<file path="config.mk">
export PLATFORM = sky130hd
export DESIGN_NAME = stat_alu
export DESIGN_NICKNAME = d
export VERILOG_FILES = /design/src/rtl/sa_pkg.sv /design/src/rtl/sa_core.sv /design/src/rtl/sa_mask.sv /design/src/rtl/sa_status.sv /design/src/rtl/stat_alu.sv
export SDC_FILE = /design/constraint.sdc
export NUM_CORES = 1
export LEC_CHECK = 0
export BUFFER_PORTS_ARGS = -buffer_cell sky130_fd_sc_hd__buf_2
export CORE_ASPECT_RATIO = 0.9
export CORE_MARGIN = 4
export CORE_UTILIZATION = 31
export DETAILED_ROUTE_END_ITERATION = 8
export SLEW_MARGIN = 40
export SYNTH_ARGS = -nofsm -noshare
export SYNTH_HDL_FRONTEND = slang
export SYNTH_SLANG_ARGS = --single-unit
export TNS_END_PERCENT = 100
</file>
<file path="constraint.sdc">
create_clock -name clk -period 9.2 [get_ports clk]
set_clock_uncertainty 0.1 [all_clocks]
set_input_delay 0.92 -clock clk [delete_from_list [all_inputs] [get_ports clk]]
set_output_delay 0.92 -clock clk [all_outputs]
set_load 0.01 [all_outputs]
</file>
<file path="src/rtl/sa_pkg.sv">
package sa_pkg;
    localparam int DW  = 8;
    localparam int NIB = DW / 2;

    // status bit positions (the core decodes these)
    localparam int ST_C   = 0;
    localparam int ST_DC  = 1;
    localparam int ST_Z   = 2;
    localparam int ST_PD  = 3;
    localparam int ST_TO  = 4;
    localparam int ST_BNK = 5;
    localparam int NFLG   = 3;

    localparam logic [DW-1:0] ST_RESET = 8'b0001_1000;

    typedef enum logic [3:0] {
        OP_ADD  = 4'd0,  OP_SUB  = 4'd1,  OP_AND  = 4'd2,  OP_OR   = 4'd3,
        OP_XOR  = 4'd4,  OP_COMF = 4'd5,  OP_INC  = 4'd6,  OP_DEC  = 4'd7,
        OP_RLF  = 4'd8,  OP_RRF  = 4'd9,  OP_SWAP = 4'd10, OP_CLR  = 4'd11,
        OP_PASS = 4'd12, OP_MOVE = 4'd13, OP_BSET = 4'd14, OP_BCLR = 4'd15
    } alu_op_e;

    typedef struct packed {
        logic z;
        logic dc;
        logic c;
    } flags_t;

    function automatic logic [NFLG-1:0] mask_of(alu_op_e op);
        case (op)
            OP_ADD, OP_SUB:                     mask_of = 3'b111;
            OP_RLF, OP_RRF:                     mask_of = 3'b001;
            OP_SWAP, OP_MOVE, OP_BSET, OP_BCLR: mask_of = 3'b000;
            default:                            mask_of = 3'b100;
        endcase
    endfunction
endpackage

</file>
<file path="src/rtl/sa_core.sv">
module sa_core
    import sa_pkg::*;
(
    input  alu_op_e       op,
    input  logic [DW-1:0] a,
    input  logic [DW-1:0] b,
    input  logic          cin,
    output logic [DW-1:0] res,
    output flags_t        fl
);
    logic [DW:0]   sum;
    logic [NIB:0]  nsum;
    logic [DW-1:0] addend;
    logic          cadd;
    logic          rot_c;
    logic          is_rot;

    always_comb begin
        cadd   = (op == OP_SUB);
        addend = cadd ? ~a : a;
        sum    = {1'b0, b} + {1'b0, addend} + {{DW{1'b0}}, cadd};
        nsum   = {1'b0, b[NIB-1:0]} + {1'b0, addend[NIB-1:0]} + {{NIB{1'b0}}, cadd};
        rot_c  = 1'b0;
        is_rot = 1'b0;
        case (op)
            OP_ADD, OP_SUB: res = sum[DW-1:0];
            OP_AND:  res = a & b;
            OP_OR:   res = a | b;
            OP_XOR:  res = a ^ b;
            OP_COMF: res = ~b;
            OP_INC:  res = b + DW'(1);
            OP_DEC:  res = b - DW'(1);
            OP_RLF: begin
                res = {b[DW-2:0], cin};
                rot_c = b[DW-1];
                is_rot = 1'b1;
            end
            OP_RRF: begin
                res = {cin, b[DW-1:1]};
                rot_c = b[0];
                is_rot = 1'b1;
            end
            OP_SWAP: res = {b[NIB-1:0], b[DW-1:NIB]};
            OP_CLR:  res = '0;
            OP_PASS: res = b;
            OP_MOVE: res = a;
            OP_BSET: res = b | a;
            default: res = b & ~a;
        endcase
        fl.c  = is_rot ? rot_c : sum[DW];
        fl.dc = nsum[NIB];
        fl.z  = (res == '0);
    end
endmodule

</file>
<file path="src/rtl/sa_mask.sv">
module sa_mask
    import sa_pkg::*;
(
    input  alu_op_e         op,
    output logic [NFLG-1:0] upd
);
    assign upd = mask_of(op);
endmodule

</file>
<file path="src/rtl/sa_status.sv">
module sa_status
    import sa_pkg::*;
(
    input  logic            clk,
    input  logic            rst,
    input  logic [DW-1:0]   res,
    input  flags_t          fl,
    input  logic [NFLG-1:0] upd,
    input  logic            dst,
    output logic [DW-1:0]   q,
    output logic [DW-1:0]   nxt
);
    logic [NFLG-1:0] flv;
    assign flv = fl;

    always_comb begin
        nxt = q;
        if (dst) begin
            nxt[DW-1:ST_BNK] = res[DW-1:ST_BNK];
            if (upd == '0)
                nxt[NFLG-1:0] = res[NFLG-1:0];
        end
        for (int i = 0; i < NFLG; i++)
            if (upd[i]) nxt[i] = flv[i];
    end

    always_ff @(posedge clk) begin
        if (rst) q <= ST_RESET;
        else     q <= nxt;
    end
endmodule

</file>
<file path="src/rtl/stat_alu.sv">
module stat_alu
    import sa_pkg::*;
(
    input  logic            clk,
    input  logic            rst,
    input  logic [3:0]      op_i,
    input  logic [DW-1:0]   a_i,
    input  logic [DW-1:0]   b_i,
    input  logic            cin_i,
    input  logic            dst_stat_i,
    output logic [DW-1:0]   res_o,
    output logic [NFLG-1:0] upd_o,
    output logic [DW-1:0]   stat_nxt_o,
    output logic [DW-1:0]   stat_q_o
);
    alu_op_e op;
    flags_t  fl;
    assign op = alu_op_e'(op_i);

    sa_core u_core (.op(op), .a(a_i), .b(b_i), .cin(cin_i), .res(res_o), .fl(fl));
    sa_mask u_mask (.op(op), .upd(upd_o));
    sa_status u_stat (
        .clk(clk), .rst(rst), .res(res_o), .fl(fl), .upd(upd_o),
        .dst(dst_stat_i), .q(stat_q_o), .nxt(stat_nxt_o)
    );
endmodule

</file>
==> results of run 1 <==
==> cells in the final DEF, fill, tap and decap left out, drive strengths merged, types with 4 or more instances in the layout <==
cell and instances:
xor2 4, dfxtp 6, a211o 6, inv 30
mux2i 11, a21oi 14, nand2 27, ha 16
nor2 11, o21ai 14, nand4 6, nor3 5
buf 46, xnor2 14, a22oi 4, o211ai 5
a211oi 5, a221oi 4, nor2b 12, conb 4
nand2b 4, nand3 15
==> kinds of logic (layout without fill, tap and decap cells) <==
logic type,after synthesis,in the layout
AO/OA/AOI/OAI,89,89
buffers and inverters,55,79
AND/OR/NAND/NOR,110,110
flip-flops,6,6
other,1,4
multiplexers,14,14
adder cells (fa/ha/maj),17,17
XOR/XNOR,18,18
==> through the flow <==
step | utilization [%] | hold slack, ns | instance area (sq um) | setup slack [ns] | std cells
after floorplan | - | 0.553 | 2220 | 4.64 | 313
after global placement | 36.0 | 0.505 | 2440 | 3.40 | 424
after detailed placement | 36.2 | 0.495 | 2440 | 3.66 | 424
after CTS | 36.8 | 0.503 | 2490 | 3.65 | 427
after global routing | 36.9 | 0.550 | 2490 | 3.46 | 427
final | 36.9 | 0.502 | 2490 | 3.86 | 427
==> worst max-delay path by stage <==
| stage | from | end | slack (ns) |
|---|---|---|---|
| after global placement | op_i[0] | stat_nxt_o[2] | 3.40 |
| final | op_i[0] | stat_nxt_o[2] | 3.86 |
| after detailed placement | op_i[0] | stat_nxt_o[2] | 3.66 |
| after floorplan | op_i[1] | stat_nxt_o[2] | 4.64 |
| after CTS | op_i[0] | stat_nxt_o[2] | 3.65 |
| after global routing | op_i[0] | stat_nxt_o[2] | 3.46 |
==> metal layers <==
layer | up-vias | global-route usage [%] | share of wire [%]
li1 | 1206 | - | -
met1 | 1154 | 24.6 | 45
met2 | 130 | 26.8 | 45
met3 | 8 | 2.15 | 8.3
met4 | 0 | 2.30 | 1.2
met5 | - | 0 | 0
==> cell type report <==
cell class | instances | area [sq um]
inverter | 30 | 113
timing repair buffer | 46 | 233
tap | 90 | 113
fill | 727 | 4270
clock buffer | 3 | 41.3
sequential | 6 | 120
multi-input combinational | 252 | 1870
==> worst max-delay path: stages <==
cell	delay (ns)
buf_4	0.39
nor4b_4	0.69
xnor2_1	0.15
ha_1	0.38
a2111oi_0	0.60
o2bb2ai_1	0.17
a21oi_1	0.07
xor2_1	0.18
a221oi_2	0.28
nand3_1	0.13
o21ai_0	0.18
buf_2	0.16
==> power breakdown <==
part           switching, mW  internal (mW)  leakage, nW
clock network         0.0109         0.0281       0.0216
registers           0.000961         0.0283       0.0495
logic                 0.0830         0.0536         1.07
==> impl_results.md, run 1 <==
* Clk buf depth at 2
* I/O pin count at 51
* Area share of the largest cell type after synthesis at 9.07%
* Detailed placement HPWL at 5670 um
* Hold Violations, Final at 0
* Largest net degree at the start of global routing at 53
* Top flop regs: u_stat.q: 6 flops
* Total wire length at approximately 7300 um
* Gr ovfl total at 0
* Post-synthesis mux area share at 6.52%
* Horiz. Die Dim at between 90 and 100 um
* Initial drt markers at 251
* Core Region at 6760 sq um
* Vias in the first global route at 2,245
* Post-synth top cells: 30 x inv_1, 27 x nand2_1, 16 x ha_1
* Initial Util at 32.6%
* Global-route wire length before repair at 11,800 um
* Post-Synth Adder-Cell Area at ~10%
* Final setup fails at 0
* Ys flop type: dfxtp_1
* Mean Syn Cell Area at 7.12 sq um
* H-tree levels at 1
* Hold/Removal Path Class: reg2reg
* Hold_sp: u_stat.q[7]
* Synthesized cell area at 2210 sq um
* Worst hold endpoint: u_stat.q[7]
* Critical path startpoint category: input port
* Via count at ~2,500
* Reg2reg setup slack at 8.21 ns
* Antenna diodes at 0
* Clk sinks at 6
* Post-synth ARST share at 0%
* Post-CTS setup buffers at 0
* Worst Path Arrival at 4.32 ns
* Post-synth EDFFs at 0
* Worst Tran Pin Value at 0.710 ns
* Max Slew Vio Count at 0
* Worst r2r dst: u_stat.q[2]
* Top-count cell post-synth: inv_1
* Main combinational cell family by area after synthesis: compound AO/OA/AOI/OAI gates
* Vias per inst at 5.85
* Clock transition at path regs at 0.03 ns
* Max reg flops at 6
* DR pass1 iterations at 5
* Synth area leader: ha_1
* Worst hold path depth at 3
* Period utilization at 58.0%
* Num CTS Buffers at 3
* Crit Path Category: in2out
* #FFs+latches synth at 6
* Required @ worst endpoint at ~8 ns
* Synth warnings at 0
* Synth unique cells at 75
* Max Cap Viol at 0
* CP Capture Type: output port
* Status: completed
* LEAKAGE at 1.14 nW
* Final nets at 380
* RSZ-0062 raised after global routing: false
* CTS tree: built
* Peak VDD IR at 0.0620 mV
* Most area-consuming cells after synthesis: ha_1 9.1%, xnor2_1 5.6%, dfxtp_1 5.4%
* Sequential-to-total area share from yosys stat at 5.44%
* Routed Antenna Nets at 0
* CP max FO at between 50 and 60
* Die area at between 8000 and 9000 sq um
* R2r worst-path depth at 3
* CTS resizes at 0
* Compound-Gate Fraction of Synth Area at approximately 31%
* Pwr Density at around 82 nW/um^2
* Total global routing track utilization at 16.8%
* Layout cells sized above 1 at 20.2%
* Residual DRC count at 0
* Post-Synth XOR/XNOR Area at ~7.1%
* Die height at 88.1 um
* Total power at 0.205 mW
* Top reg by flops: u_stat.q
* Hold buffers post-CTS at 0
* Worst-Skew Late Latency at 0.22 ns
* Fmax at 0.187 GHz
* Row count at 28
* Total Neg Setup Slack at 0 ns
* Synth Area in Simple Gates at 28.9%
* Gpl congestion at 0.933
* P&R area growth vs syn at 13.0%
* Reg-to-reg startpoint: u_stat.q[2]
* Final min period at 5.34 ns
* Synth Instances at just over 300
* Root buf cell: clkbuf_8
* IO Port Bufs at 46
* Routed wire per std cell at 17.2 um
* Initial antenna violation count at 0
* Headroom to the max-slew limit at 52.5%
(Power assumes the default switching activity.)
==> inputs of run 2 (changes only) <==
==> constraint.sdc (replaced) <==
create_clock -name clk -period 5 [get_ports clk]
set_clock_uncertainty 0.1 [all_clocks]
set_input_delay 0.5 -clock clk [delete_from_list [all_inputs] [get_ports clk]]
set_output_delay 0.5 -clock clk [all_outputs]
set_load 0.01 [all_outputs]
==> impl_results.md, run 2 (synthesis gave the netlist of run 1 again) <==
* Post-CTS setup buffers at 0 (unchanged)
* Root buf cell: clkbuf_8
* H-tree levels at 1 (unchanged)
* Worst hold path depth at 2 (-1)
* Gpl congestion at 0.905 (-3.0%)
* Hold/Removal Path Class: in2reg
* CP max FO at 5 (-90%)
* Initial Util at 32.6% (unchanged)
* Max incr delay on CP at 0.68 ns (about the same)
* Worst setup margin at 0.567 ns (-3.30 ns)
* Slowest CP cell: nor4b_2
* Required @ worst endpoint at 4.40 ns (-3.78 ns)
* Total global routing track utilization at 17.4% (+0.62 points)
* Gr ovfl total at 0 (unchanged)
* Max reg flops at 6 (unchanged)
* Routed Antenna Nets at 0 (unchanged)
* Residual DRC count at 0 (unchanged)
* Global-route wire length before repair at 12,300 um (+4.4%)
* Die height at 88.1 um (unchanged)
* Worst Tran Pin Value at 0.748 ns (+0.0376 ns)
* Vias per inst at 5.85 (about the same)
* Max Cap Viol at 0 (unchanged)
* Clk sinks at 6 (unchanged)
* Clock transition at path regs at 0.04 ns (about the same)
* Largest net degree at the start of global routing at 52 (-1.9%)
* Pwr Density at 152 nW/um^2 (+85%)
* FILL cells at 728 (+0.14%)
* LEAKAGE at 1.16 nW (+1.5%)
* Die area at 8540 sq um (unchanged)
* Headroom to the max-slew limit at 49.8% (-2.7 points)
* R2r worst-path depth at 3 (unchanged)
* Layout cells sized above 1 at 21.1% (+0.87 points)
* Worst-Skew Late Latency at 0.22 ns (about the same)
* Period utilization at 88.7%
* Hold buffers post-CTS at 0 (unchanged)
* Top flop regs: u_stat.q: 6 flops
* Commonest non-fill, non-tap cell in the layout: buf_2
* CTS tree: built
* Place WS at 0.712 ns (-2.95 ns)
* Final setup fails at 0 (unchanged)
* Core Region at 6760 sq um (unchanged)
* Max Slew Vio Count at 0 (unchanged)
* Hold Violations, Final at 0 (unchanged)
* P&R area growth vs syn at 13.9%
* Metal-1 WL at 3440 um (+3.9%)
* Fmax at 0.226 GHz
* Horiz. Die Dim at 96.9 um (unchanged)
* Initial drt markers at 257 (+2.4%)
* Final nets at 385 (+1.3%)
* RSZ-0062 raised after global routing: false
* IO Port Bufs at 46 (unchanged)
* Initial antenna violation count at 0 (unchanged)
* CP Capture Type: output port
* Total Neg Setup Slack at 0 ns (unchanged)
* DR WL met3 at 676 um (+11%)
* Detailed placement HPWL at 5800 um (+2.2%)
* Top layer used by detailed routing: met4
* Worst Path Arrival at 3.83 ns (-0.49 ns)
* Commonest cells after routing, fill and taps aside: 46 x buf_2, 30 x inv_1, 27 x nand2_1
* I/O pin count at 51 (unchanged)
* Num CTS Buffers at 3 (unchanged)
* Via count at 2,528 (+1.2%)
* Final min period at 4.43 ns
* Routed wire per std cell at 17.4 um (+1.1%)
* Critical path startpoint category: input port
* Clk buf depth at 2 (unchanged)
* CTS resizes at 0 (unchanged)
* Critical-path cell list: buf_2 > nor4b_2 > buf_4 > xnor2_1 > ha_1 > a31o_2 > a221oi_2 > xor2_1 > nor2_1 > a211oi_1 > nand4_1 > o21ai_0 > buf_2
* Row count at 28 (unchanged)
* WHS at 0.443 ns (-0.0587 ns)
* Peak VDD IR at 0.0792 mV (+28%)
* Met2 wire length at 3220 um (-3.4%)
* Top reg by flops: u_stat.q
* Crit Path Category: in2out
* Status: completed
* DR pass1 iterations at 5 (unchanged)
* Vias in the first global route at 2,384 (+6.2%)
* Total wire length at 7510 um (+2.3%)
* Antenna diodes at 0 (unchanged)
* Most used cell, CP: buf_2
-- run 2: changes by cell type in the layout (fill, tap and decap cells not counted) --
cell,delta
nor4b_2,+1
buf_2,+1
nor4b_4,-1
nor3_1,+1
nor3_2,-1
buf_4,+4
-- run 2: per-stage QoR --
| step | total power [mW] | instances | utilization [%] | instance area (sq um) |
|---|---|---|---|---|
| floorplan | 0.229 | 313 | - | 2220 |
| global placement | 0.304 | 429 | 36.6 | 2470 |
| detailed placement | 0.305 | 429 | 36.6 | 2470 |
| CTS | 0.380 | 432 | 37.2 | 2510 |
| global route | 0.416 | 432 | 37.2 | 2510 |
| finish | 0.381 | 432 | 37.2 | 2510 |
-- run 2: report_power, final --
part           switching, mW  leakage, nW  internal, mW  total (mW)
Clock                 0.0209       0.0216        0.0517      0.0726
Combinational          0.154         1.09         0.101       0.255
Sequential           0.00184       0.0495        0.0520      0.0539
-- run 2: critical path, delay by kind of cell --
| family | cells | cell delay (ns) |
|---|---|---|
| compound gates | 4 | 1.24 |
| simple gates | 3 | 0.90 |
| buf+inv | 3 | 0.57 |
| xor+xnor | 2 | 0.34 |
| fa+ha+maj | 1 | 0.27 |
-- run 2: layout make-up --
cell class,instances,area [sq um],share of cell area (%)
multi-input cells,252,1860,74.0
repair buffers,51,268,10.6
flip-flops and latches,6,120,4.78
inverters,30,113,4.48
well taps,90,113,4.48
clock buffers,3,41.3,1.64
-- run 2: worst paths after layout --
kind,endpoint,startpoint,slack (ns)
setup / recovery,stat_nxt_o[2],op_i[3],0.57
hold / removal,u_stat.q[0],rst,0.44
setup reg to reg,u_stat.q[2],u_stat.q[2],3.98
hold reg to reg,u_stat.q[7],u_stat.q[7],0.50
-- run 2: routing by layer --
layer | vias to the layer above | global-route usage, %
met4 | 0 | 4.72
met3 | 16 | 3.03
met2 | 134 | 26.5
met1 | 1165 | 25.1
met5 | - | 0
li1 | 1213 | -
==> inputs of run 3 (changes only) <==
--- a/config.mk
+++ b/config.mk
@@ -7,11 +7,12 @@
 export LEC_CHECK = 0
 export BUFFER_PORTS_ARGS = -buffer_cell sky130_fd_sc_hd__buf_2
 export CORE_ASPECT_RATIO = 0.9
-export CORE_MARGIN = 4
+export CORE_MARGIN = 8
 export CORE_UTILIZATION = 31
 export DETAILED_ROUTE_END_ITERATION = 8
 export SLEW_MARGIN = 40
 export SYNTH_ARGS = -nofsm -noshare
 export SYNTH_HDL_FRONTEND = slang
+export SYNTH_HIERARCHICAL = 1
 export SYNTH_SLANG_ARGS = --single-unit
 export TNS_END_PERCENT = 100
==> constraint.sdc (replaced) <==
create_clock -name clk -period 4.2 [get_ports clk]
set_clock_uncertainty 0.1 [all_clocks]
set_input_delay 0.42 -clock clk [delete_from_list [all_inputs] [get_ports clk]]
set_output_delay 0.42 -clock clk [all_outputs]
set_load 0.01 [all_outputs]
==> impl_results.md, run 3 <==
* Core Region at 6970 sq um (+3.0%)
* Critical path startpoint category: input port
* Crit Path Category: in2out
* #FFs+latches synth at 6 (unchanged)
* RSZ-0062 raised after global routing: false
* Clk sinks at 6 (unchanged)
* Synth unique cells at 70 (-6.7%)
* Total global routing track utilization at 15.2% (-2.1 points)
* Mean Syn Cell Area at 7.00 sq um (-1.7%)
* CP max FO at 7 (+2)
* Antenna diodes at 0 (unchanged)
* IO Port Bufs at 46 (unchanged)
* WHS at 0.352 ns (-0.0912 ns)
* Gr ovfl total at 0 (unchanged)
* Max Cap Viol at 0 (unchanged)
* LEAKAGE at 1.03 nW (-11%)
* Area share of the largest cell type after synthesis at 9.08% (+0.010 points)
* Row count at 29 (+3.6%)
* Synthesized cell area at 2200 sq um (-0.11%)
* Delay-heaviest family, CP: simple AND/OR/NAND/NOR gates
* Total power at 0.448 mW (+18%)
* Synth area leader: ha_1
* Headroom to the max-slew limit at 59.3% (+9.5 points)
* Worst Tran Pin Value at 0.606 ns (-0.142 ns)
* Place WS at 0.402 ns (-0.310 ns)
* Clk buf depth at 2 (unchanged)
* Commonest cells after routing, fill and taps aside: 46 x buf_2, 27 x nand2_1, 20 x inv_1
* Post-synth EDFFs at 0 (unchanged)
* Via count at 2,601 (+2.9%)
* Detailed placement HPWL at 6270 um (+8.1%)
* Hold/Removal Path Class: in2reg
* CTS tree: built
* Initial drt markers at 238 (-7.4%)
* Worst-Skew Late Latency at 0.22 ns (about the same)
* Routed Antenna Nets at 0 (unchanged)
* Layout cells sized above 1 at 20.6% (-0.47 points)
* Die area at 10,100 sq um (+18%)
* Initial Util at 31.6% (-1.0 points)
* Total Neg Setup Slack at 0 ns (unchanged)
* Cell total after placement at 435 (+1.4%)
* Status: completed
* Synth warnings at 6 (+6)
* Initial antenna violation count at 0 (unchanged)
* Gpl congestion at 0.945 (+4.4%)
* DR pass1 iterations at 5 (unchanged)
* Sequential-to-total area share from yosys stat at 5.45% (+0.0062 points)
* Synth Instances at 315 (+1.6%)
* Hold Violations, Final at 0 (unchanged)
* CTS resizes at 0 (unchanged)
* Largest net degree at the start of global routing at 42 (-19%)
* Critical-path cell list: buf_2 > nor4b_2 > buf_4 > xnor2_1 > ha_1 > or2_2 > a21oi_1 > a31oi_1 > xor2_1 > a221o_1 > nor4_2 > nand2_1 > nand3_1 > buf_2
* Period utilization at 91.3%
* Required @ worst endpoint at 3.68 ns (-0.72 ns)
* Post-CTS setup buffers at 0 (unchanged)
* Top reg by flops: u_stat/q
* Root buf cell: clkbuf_8
* Commonest non-fill, non-tap cell in the layout: buf_2
* CP Capture Type: output port
* P&R area growth vs syn at 13.5%
* Pwr Density at 179 nW/um^2 (+18%)
* Fmax at 0.261 GHz
* Max reg flops at 6 (unchanged)
* Top flop regs: u_stat/q: 6 flops
* Post-synth ARST share at 0% (unchanged)
* Most area-consuming cells after synthesis: ha_1 9.1%, xnor2_1 5.6%, dfxtp_1 5.4%
* Vias in the first global route at 2,382 (-0.084%)
* Buffers and inverters on the worst path at 3 (unchanged)
* Max Slew Vio Count at 0 (unchanged)
* Num CTS Buffers at 3 (unchanged)
* Hold buffers post-CTS at 0 (unchanged)
* H-tree levels at 1 (unchanged)
* Post-synth top cells: 27 x nand2_1, 20 x inv_1, 19 x nor2_1
* Total wire length at 8090 um (+7.7%)
* Routed wire per std cell at 18.5 um (+6.2%)
* Clock transition at path regs at 0.04 ns (about the same)
* Peak VDD IR at 0.0992 mV (+25%)
* Worst setup margin at 0.367 ns (-0.200 ns)
* Final min period at 3.83 ns
* Worst Path Arrival at 3.31 ns (-0.52 ns)
* Max incr delay on CP at 0.41 ns (-0.27 ns)
* Most used cell, CP: buf_2
* Slowest CP cell: a221o_1
* I/O pin count at 51 (unchanged)
* Vias per inst at 5.94 (+1.5%)
* Global-route wire length before repair at 12,800 um (+4.3%)
* Final nets at 388 (+0.78%)
* Final cell count without fillers at 438 (+1.4%)
* Die height at 96.0 um (+9.0%)
* Horiz. Die Dim at 105 um (+8.2%)
* Ys flop type: dfxtp_1
* Top-count cell post-synth: nand2_1
* Residual DRC count at 0 (unchanged)
* Final setup fails at 0 (unchanged)
[run 3: cell count changes after synthesis, sizes merged, moves of 8 or more]
cell	before	now
buf	16	24
inv	30	20
nand3b	3	11
nor2	11	19
[run 3: worst paths after layout]
check | depth (start not counted) | slack (ns) | end | startpoint
setup / recovery | 14 | 0.37 | stat_nxt_o[2] | op_i[3]
hold / removal | 2 | 0.35 | u_stat/q[1] | rst
setup reg to reg | 2 | 3.30 | u_stat/q[7] | u_stat/q[7]
hold reg to reg | 2 | 0.43 | u_stat/q[1] | u_stat/q[1]
[run 3: area by class of cell]
| type | count | area, sq um |
|---|---|---|
| Sequential cell | 6 | 120 |
| Clock buffer | 3 | 41.3 |
| Timing Repair Buffer | 52 | 275 |
| Tap cell | 93 | 116 |
| Fill cell | 772 | 4460 |
| Multi-Input combinational cell | 264 | 1870 |
| Inverter | 20 | 75.1 |
[run 3: cell families (layout without fill, tap and decap cells)]
| logic type | Yosys count | after routing | share of synthesized area, % |
|---|---|---|---|
| AO/OA/AOI/OAI | 84 | 84 | 27.3 |
| XOR/XNOR | 16 | 16 | 6.36 |
| adder cells (fa/ha/maj) | 17 | 17 | 9.99 |
| buffers and inverters | 48 | 75 | 10.3 |
| flip-flops | 6 | 6 | 5.45 |
| multiplexers | 11 | 11 | 5.90 |
| other | 1 | 4 | 0.170 |
| AND/OR/NAND/NOR | 132 | 132 | 34.5 |
[run 3: routing by layer]
layer  routed length [um]  share of wire (%)  GRT usage (%)
met1                 3730                 46           20.7
met2                 3630                 45           25.3
met3                  592                7.3           2.14
met4                  136                1.7           2.85
met5                    0                  0              0
[run 3: report_power, final]
group / switching (mW) / total, mW / internal [mW]
registers: 0.00180 / 0.0636 / 0.0618
logic: 0.180 / 0.297 / 0.117
clock network: 0.0254 / 0.0871 / 0.0616
total: 0.208 / 0.448 / 0.241
[run 3: worst register-to-register path, delay by kind of cell, from the launching register on]
| family | cells | cell delay [ns] |
|---|---|---|
| and+or+nand+nor | 1 | 0.13 |
| muxes | 1 | 0.26 |
| DFF | 1 | 0.30 |
[run 3: per-stage QoR]
stage	util, %	instance area [sq um]
3_5_place_dp	35.3	2460
6_report	35.9	2500
2_1_floorplan	-	2220
4_1_cts	35.9	2500
5_1_grt	35.9	2500
3_3_place_gp	35.3	2460
